File: config.mk
export PLATFORM = sky130hd
export DESIGN_NAME = rsup_top
export DESIGN_NICKNAME = d
export VERILOG_FILES = /design/src/rtl/rsup_pkg.sv /design/src/rtl/rsup_stretch.sv /design/src/rtl/rsup_timeout.sv /design/src/rtl/rsup_pulse.sv /design/src/rtl/rsup_top.sv
export SDC_FILE = /design/constraint.sdc
export NUM_CORES = 1
export LEC_CHECK = 0
export BUFFER_PORTS_ARGS = -buffer_cell sky130_fd_sc_hd__buf_2
export CORE_ASPECT_RATIO = 1.25
export CORE_MARGIN = 10
export CORE_UTILIZATION = 50
export DETAILED_ROUTE_END_ITERATION = 12
export GPL_TIMING_DRIVEN = 1
export PLACE_DENSITY = 0.78
export SLEW_MARGIN = 20
export SYNTH_ARGS = -nofsm -noshare
export SYNTH_HDL_FRONTEND = slang
export SYNTH_HIERARCHICAL = 1
export SYNTH_SLANG_ARGS = --single-unit
File: constraint.sdc
create_clock -name clk -period 1.7 [get_ports clk]
set_input_delay 0.085 -clock clk [delete_from_list [all_inputs] [get_ports clk]]
set_output_delay 0.085 -clock clk [all_outputs]
set_load 0.02 [all_outputs]
File: src/rtl/rsup_pkg.sv
package rsup_pkg;
  typedef enum logic [1:0] {
    CAUSE_PWRUP = 2'd0,
    CAUSE_BROWN = 2'd1,
    CAUSE_PEER  = 2'd2
  } cause_e;
endpackage

File: src/rtl/rsup_stretch.sv
module rsup_stretch #(
  parameter int HOLD = 1024
) (
  input  logic clk,
  input  logic rst,
  input  logic src,
  output logic hold_o
);
  localparam int CW = $clog2(HOLD + 1);

  logic [CW-1:0] cnt;
  logic          hold_q;
  logic          src_all;

  assign src_all = rst | src;

  // Counter reloads while any source is present and drains once all are gone.
  always_ff @(posedge clk) begin
    if (src_all) begin
      cnt    <= CW'(HOLD);
      hold_q <= 1'b1;
    end else if (cnt != '0) begin
      cnt    <= cnt - CW'(1);
      hold_q <= 1'b1;
    end else begin
      hold_q <= 1'b0;
    end
  end

  assign hold_o = hold_q;

  AST_HOLD_NO_EARLY_FALL: assert property (@(posedge clk) disable iff (rst)
    $fell(hold_q) |-> !$past(src_all));
  AST_HOLD_SRC_ASSERTS: assert property (@(posedge clk) disable iff (rst)
    src |=> hold_q);
endmodule

File: src/rtl/rsup_timeout.sv
module rsup_timeout #(
  parameter int TMO = 64
) (
  input  logic clk,
  input  logic rst,
  input  logic strobe,
  input  logic ack,
  output logic late_o
);
  localparam int CW  = (TMO > 2) ? $clog2(TMO) : 1;
  localparam int LIM = TMO - 1;

  logic [CW-1:0] cnt;

  // Count unacknowledged strobe edges, saturating at the limit.
  always_ff @(posedge clk) begin
    if (rst || !strobe || ack) begin
      cnt <= '0;
    end else if (cnt != CW'(LIM)) begin
      cnt <= cnt + CW'(1);
    end
  end

  assign late_o = strobe & ~ack & (cnt == CW'(LIM));

  AST_ACK_RESTARTS: assert property (@(posedge clk) disable iff (rst)
    ack |=> (cnt == '0));
  AST_IDLE_RESTARTS: assert property (@(posedge clk) disable iff (rst)
    !strobe |=> (cnt == '0));
endmodule

File: src/rtl/rsup_pulse.sv
module rsup_pulse #(
  parameter int WIDTH = 16
) (
  input  logic clk,
  input  logic rst,
  input  logic trig,
  output logic pulse_o
);
  localparam int CW = $clog2(WIDTH + 1);

  logic [CW-1:0] cnt;
  logic [CW-1:0] cnt_n;
  logic          q;

  always_comb begin
    if (trig)             cnt_n = CW'(WIDTH);
    else if (cnt != '0)   cnt_n = cnt - CW'(1);
    else                  cnt_n = '0;
  end

  always_ff @(posedge clk) begin
    if (rst) begin
      cnt <= '0;
      q   <= 1'b0;
    end else begin
      cnt <= cnt_n;
      q   <= (cnt_n != '0);
    end
  end

  assign pulse_o = q;

  AST_PULSE_STARTS: assert property (@(posedge clk) disable iff (rst)
    trig |=> q);
  AST_PULSE_NO_CUT: assert property (@(posedge clk) disable iff (rst)
    $fell(q) |-> !$past(trig));
endmodule

File: src/rtl/rsup_top.sv
module rsup_top
  import rsup_pkg::*;
#(
  parameter int HOLD_CYC = 1024,
  parameter int ACK_TMO  = 64,
  parameter int NC_PULSE = 16
) (
  input  logic       clk,
  input  logic       rst,
  input  logic       pwr_ok,
  input  logic       vdd_low,
  input  logic       prot_viol,
  input  logic       as_strobe,
  input  logic       dtack,
  input  logic       nc_insane,
  input  logic       nc_rst_req,
  output logic       cpu_rst,
  output logic       cpu_berr,
  output logic       nc_rst,
  output logic [1:0] rst_cause
);
  logic   src_pwr, src_brown, src_peer, src_any;
  logic   late;
  logic   berr_q;
  cause_e cause_q;

  assign src_pwr   = ~pwr_ok;
  assign src_brown = vdd_low;
  assign src_peer  = nc_insane;
  assign src_any   = src_pwr | src_brown | src_peer;

  rsup_stretch #(.HOLD(HOLD_CYC)) u_stretch (
    .clk    (clk),
    .rst    (rst),
    .src    (src_any),
    .hold_o (cpu_rst)
  );

  rsup_timeout #(.TMO(ACK_TMO)) u_timeout (
    .clk    (clk),
    .rst    (rst),
    .strobe (as_strobe),
    .ack    (dtack),
    .late_o (late)
  );

  rsup_pulse #(.WIDTH(NC_PULSE)) u_ncpulse (
    .clk     (clk),
    .rst     (rst),
    .trig    (nc_rst_req),
    .pulse_o (nc_rst)
  );

  always_ff @(posedge clk) begin
    if (rst) berr_q <= 1'b0;
    else     berr_q <= prot_viol | src_peer | late;
  end

  // Cause register: only board reset clears it; processor reset does not.
  always_ff @(posedge clk) begin
    if (rst || src_pwr)  cause_q <= CAUSE_PWRUP;
    else if (src_brown)  cause_q <= CAUSE_BROWN;
    else if (src_peer)   cause_q <= CAUSE_PEER;
  end

  assign cpu_berr  = berr_q;
  assign rst_cause = cause_q;

  AST_PWR_HOLDS_RST: assert property (@(posedge clk) disable iff (rst)
    !pwr_ok |=> (cpu_rst && rst_cause == 2'd0));
  AST_BROWN_HOLDS_RST: assert property (@(posedge clk) disable iff (rst)
    (vdd_low && pwr_ok) |=> (cpu_rst && rst_cause == 2'd1));
  AST_PEER_RST_BERR: assert property (@(posedge clk) disable iff (rst)
    nc_insane |=> (cpu_rst && cpu_berr));
  AST_VIOL_BERR: assert property (@(posedge clk) disable iff (rst)
    prot_viol |=> cpu_berr);
  AST_CAUSE_KEEP: assert property (@(posedge clk) disable iff (rst)
    !src_any |=> $stable(rst_cause));
endmodule

==> metrics, run 1 <==
status=finished clean; post-synthesis cell type count=47; share of cells above drive strength 1=24.2%; Synth area leader=dfxtp_1; Worst-Margin Slew=0.441 ns; most common flop cell mapped by yosys=dfxtp_1; worst-path maximum fanout=6; Global Route met2 Usage=20.3%; post-route insts no fill=198; final setup vio count=0; most used routing layer=met2; CTS H-tree lvls=1; port bufs=13; pre-CTS WS=0.0539 ns; final setup margin=0.101 ns; critical path data arrival time=1.84 ns; RSZ-0062 raised after global routing=no; Worst Path Required=1.94 ns; pwr dens=785 mW/mm^2; type of the worst setup path=flop to flop; Max Fclk=625 MHz; M3 GR Usage=1.87%; via count=1,065; RePlAce Congestion=0.883; Inserted Diodes=0; Post-synth EDFFs=0; Core Rows=20; area of the multi-input gates=753 sq um; post-DP HPWL=2040 um; gr usage total=10.4%; final period utilization=94.1%; Gate Count Post-Synth=144; vias in the first global route=1,096; DRT Wirelength=2600 um; CP startpoint kind=flop; leading cell type in the layout, fill and taps excluded=dfxtp_1; Max Cap Violations=0; Mapped Nets=157; register bit total from synthesis=27; Mapped Area=0.00133 sq mm; final routed DRC violation total=0; Final Hold Viols=0; routed wire length per instance=13.1 um; clk_lat worst skew=0.33 ns; Overflow after GRT=0; width of the die=66.0 um; maximum VDD drop=493 uV; CTS tree=done; FFs w/ async S/R, synth=0%; Slew Viols, Final=0; DR vias/cell=5.38; FF+latch area=541 sq um; Core Util, Final=61.0%; headroom to the max-slew limit=70.3%; iteration count of the initial detailed-routing pass=4; global-route wire length before repair=4490 um; Clock transition at path regs=0.15 ns; placed insts=189; core area=0.00248 sq mm; die area=0.00512 sq mm; synth warn=6; CTS Root Cell=clkbuf_4; largest net degree at the start of global routing=17; met1 Use GR=10.5%; CTS sink count=27; Die Y=77.6 um; area share of the leading cell type in the synthesized netlist=40.8%; Leakage=0.000625 uW; Setup TNS Final=0 ns; filler instances=206; Worst Hold Class=input port to flop; I/O pin count=14; Num CTS Buffers=3; initial core utilization=53.5%; Mean Syn Cell Area=9.20 sq um; ANT nets after route=0; synth top area cells=dfxtp_1 41%, nor2_1 5.7%, ha_1 3.8%; worst-case clock buffer depth=2; clk_skew=0.00153 ns; sequential cell area fraction in the yosys report=40.8%; initial antenna violation count=0; Area growth syn-to-layout=14.1%; most frequent cells in the layout=27 x dfxtp_1, 20 x nor2_1, 13 x buf_2; iteration-0 DRC count of the detailed router=25; NumNets Final=179; minimum clock period=1.60 ns; crit path capture type=flop
state kept, by name (all words and copies together) (netlist names):
name	count
rst_cause	2
u_stretch/hold_o	1
cpu_berr	1
u_ncpulse/cnt	5
u_stretch/cnt	11
u_timeout/cnt	6
u_ncpulse/pulse_o	1
report_power, final:
group,switching (uW),total [uW],internal (uW)
Combinational,107,208,102
Clock,200,290,90.0
Sequential,28.1,688,660
worst max-delay path, stage by stage, from the launching register on:
cell     delay (ns)
dfxtp_1        0.41
inv_1          0.09
ha_1           0.20
nor2b_2        0.19
a31oi_1        0.29
a21oi_1        0.12
a31o_2         0.22
layout make-up:
cell class	count	share of cell area (%)
sequential	27	35.8
timing repair buffer	19	7.95
multi-input combinational	108	49.8
inverter	7	1.74
clock buffer	3	1.49
clock inverter	1	0.497
tap	33	2.73
through the flow:
step / hold slack (ns) / instance area [sq um] / power, uW
2_1_floorplan: 0.154 / 1330 / 851
3_3_place_gp: 0.283 / 1420 / 891
3_5_place_dp: 0.298 / 1420 / 900
4_1_cts: 0.0134 / 1490 / 1190
5_1_grt: 0.0132 / 1510 / 1250
6_report: 0.0146 / 1510 / 1190
routing by layer:
metal  share of wire [%]  vias to the layer above  wire length, um
li1                    -                      556                -
met1                  41                      501             1070
met2                  56                        6             1440
met3                 2.3                        2               59
met4                0.81                        0               21
met5                   0                        -                0
logic make-up (layout without fill, tap and decap cells):
group | count (synthesis) | count (layout) | synth area share, %
XOR/XNOR | 7 | 7 | 4.63
multiplexers | 1 | 1 | 0.755
adder cells (fa/ha/maj) | 4 | 4 | 3.78
flip-flops | 27 | 27 | 40.8
AO/OA/AOI/OAI | 28 | 28 | 16.6
AND/OR/NAND/NOR | 68 | 68 | 30.3
buffers and inverters | 9 | 30 | 3.12
path summary, 6_finish.rpt:
| kind | cells after the start | slack, ns | end | from |
|---|---|---|---|---|
| max reg2reg | 6 | 0.10 | u_stretch/cnt[4]$_SDFFE_PP0P_ | u_stretch/cnt[1]$_SDFFE_PP0P_ |
| min | 3 | 0.01 | cpu_berr$_SDFF_PP0_ | nc_insane |
| min reg2reg | 1 | 0.48 | u_ncpulse/cnt[0]$_SDFF_PP0_ | u_ncpulse/cnt[0]$_SDFF_PP0_ |
| max | 6 | 0.10 | u_stretch/cnt[4]$_SDFFE_PP0P_ | u_stretch/cnt[1]$_SDFFE_PP0P_ |
repair_timing:
action / 4_1_cts / 5_1_grt
hold buffers: 4 / 0
endpoints found under the hold margin: 4 / 0
resized for setup: 0 / 3
setup endpoints to repair: 0 / 3
setup buffers: 0 / 1
Yosys cell counts, types with 2 or more instances:
cell      number
o21ai_0        2
xnor2_1        4
nor3b_1        3
nand3_1        6
nand2b_1       3
nand2_1        9
inv_1          7
or3_1          2
a31oi_1        2
o21ai_1        2
a21oi_1        7
nor2_1        20
nor2b_1        3
ha_1           4
o211ai_2       2
xor2_1         3
dfxtp_1       27
nor3_1         7
and3_2         2
o22ai_1        2
Note: power is estimated with default switching activity, not from simulation.
==> inputs of run 2 (changes only) <==
--- a/config.mk
+++ b/config.mk
@@ -11,7 +11,7 @@
 export CORE_UTILIZATION = 50
 export DETAILED_ROUTE_END_ITERATION = 12
 export GPL_TIMING_DRIVEN = 1
-export PLACE_DENSITY = 0.78
+export PLACE_DENSITY = 0.8
 export SLEW_MARGIN = 20
 export SYNTH_ARGS = -nofsm -noshare
 export SYNTH_HDL_FRONTEND = slang
==> constraint.sdc (replaced) <==
create_clock -name clk -period 1.3 [get_ports clk]
set_input_delay 0.065 -clock clk [delete_from_list [all_inputs] [get_ports clk]]
set_output_delay 0.065 -clock clk [all_outputs]
set_load 0.02 [all_outputs]
==> metrics, run 2 (synthesis gave the netlist of run 1 again) <==
status=complete, but fails checks; failing checks=setup timing; CTS tree=done; initial core utilization=53.5% (unchanged); Worst Hold Slack=0.0132 ns (-0.00138 ns); most flop-heavy register=u_stretch/cnt; share of cells above drive strength 1=54.8% (+31 points); Num CTS Buffers=3 (unchanged); CTS sink count=27 (unchanged); pwr dens=878 mW/mm^2 (+12%); core area=0.00248 sq mm (unchanged); CTS H-tree lvls=1 (unchanged); Area growth syn-to-layout=53.5%; Worst Path Required=1.55 ns (-0.39 ns); vias in the first global route=1,337 (+22%); top flop regs=u_stretch/cnt: 11 flops, u_timeout/cnt: 6 flops, u_ncpulse/cnt: 5 flops; Leakage=0.000884 uW (+42%); minimum clock period=1.46 ns (-0.135 ns); RSZ-0062 raised after global routing=yes; FF+latch area=553 sq um (+2.3%); clk_lat worst skew=0.35 ns (+0.02 ns); die area=0.00512 sq mm (unchanged); DR vias/cell=5.56 (+3.5%); RePlAce Congestion=0.964 (+9.2%); routed wire length per instance=17.3 um (+32%); CP startpoint kind=flop; final routed DRC violation total=0 (unchanged); Final Hold Viols=0 (unchanged); area of the multi-input gates=973 sq um (+29%); max reg flops=11 (unchanged); final period utilization=113% (+19 points); HP Start=rst; iteration count of the initial detailed-routing pass=4 (unchanged); pre-CTS WS=-0.104 ns (-0.157 ns); Clock transition at path regs=0.16 ns (about the same); clk_skew=0.00527 ns (+0.00374 ns); Core Rows=20 (unchanged); final setup margin=-0.164 ns (-0.265 ns); crit path capture type=flop; Worst-Margin Slew=0.458 ns (+0.0172 ns); critical path launch point=u_stretch/cnt[3]$_SDFFE_PP0P_; Slew Viols, Final=0 (unchanged); Die Y=77.6 um (unchanged); most frequent cells in the layout=26 x buf_4, 17 x nor2_1, 17 x dfxtp_1; via count=1,291 (+21%); iteration-0 DRC count of the detailed router=64 (+160%); DRT Wirelength=4020 um (+55%); headroom to the max-slew limit=69.3% (-1.0 points); largest net degree at the start of global routing=17 (unchanged); leading cell type in the layout, fill and taps excluded=buf_4; ANT nets after route=0 (unchanged); port bufs=13 (unchanged); global-route wire length before repair=5950 um (+33%); Inserted Diodes=0 (unchanged); gr usage total=14.2% (+3.8 points); maximum VDD drop=806 uV (+63%); post-DP HPWL=2470 um (+21%); NumNets Final=213 (+19%); Overflow after GRT=0 (unchanged); critical path data arrival time=1.72 ns (-0.12 ns); filler instances=118 (-43%); Max Cap Violations=0 (unchanged); initial antenna violation count=0 (unchanged); CTS Root Cell=clkbuf_4; final setup vio count=12 (+12); Worst Hold Class=input port to flop; I/O pin count=14 (unchanged); width of the die=66.0 um (unchanged); type of the worst setup path=flop to flop; Max Fclk=683 MHz (+9.2%); FF-to-FF Start=u_stretch/cnt[3]$_SDFFE_PP0P_; worst-case clock buffer depth=2 (unchanged); worst-path maximum fanout=7 (+1)
==> run 2: layout make-up <==
class / instances / share of cell area [%]
inverters: 7 / 1.29
repair buffers: 53 / 20.2
clock buffers: 3 / 1.11
clock inverters: 1 / 0.369
multi-input cells: 108 / 47.8
flip-flops and latches: 27 / 27.2
well taps: 33 / 2.03
==> run 2: worst paths after layout <==
check / end / slack, ns / cells past startpoint
worst min-delay path: cpu_berr$_SDFF_PP0_ / 0.01 / 2
worst max-delay path: u_stretch/cnt[10]$_SDFFE_PP1P_ / -0.16 / 5
worst max register to register: u_stretch/cnt[10]$_SDFFE_PP1P_ / -0.16 / 5
worst min register to register: rst_cause[0]$_SDFFE_PP0P_ / 0.50 / 2
==> run 2: stage by stage <==
| step | TNS (ns) | instances | util (%) | total power [uW] | cell area, sq um |
|---|---|---|---|---|---|
| 4_1_cts | -0.665 | 231 | 76.4 | 1680 | 1890 |
| 3_3_place_gp | -0.283 | 213 | 65.8 | 1220 | 1630 |
| 3_5_place_dp | -0.704 | 213 | 65.8 | 1240 | 1630 |
| 2_1_floorplan | -0.167 | 144 | - | 1120 | 1350 |
| 6_report | -1.17 | 232 | 82.1 | 1790 | 2030 |
| 5_1_grt | -2.04 | 232 | 82.1 | 1860 | 2030 |
==> run 2: power by group <==
| group | total (uW) | internal, uW | switching, uW |
|---|---|---|---|
| clock network | 399 | 119 | 280 |
| registers | 905 | 866 | 39.7 |
| logic | 482 | 254 | 228 |
| total | 1790 | 1240 | 547 |
==> run 2: routing by layer <==
layer	routed length [um]	part of all wire [%]	global-route usage (%)
met3	91	2.3	2.59
met1	1590	39	14.8
met5	0	0	0
met2	2290	57	27.1
met4	51	1.3	4.83
==> run 2: worst max-delay path, cell delays in order (launching register included) <==
cell and delay (ns):
dfxtp_2 0.37, nor4_4 0.33, buf_6 0.19, nand2_2 0.08, nor3b_1 0.16, a211o_1 0.25
==> run 2: what timing repair did <==
item	4_1_cts	5_1_grt
buffers inserted	8	1
setup endpoints to repair	16	18
hold buffers	6	0
hold endpoints to repair	4	0
pin swaps	12	10
resized for setup	25	28
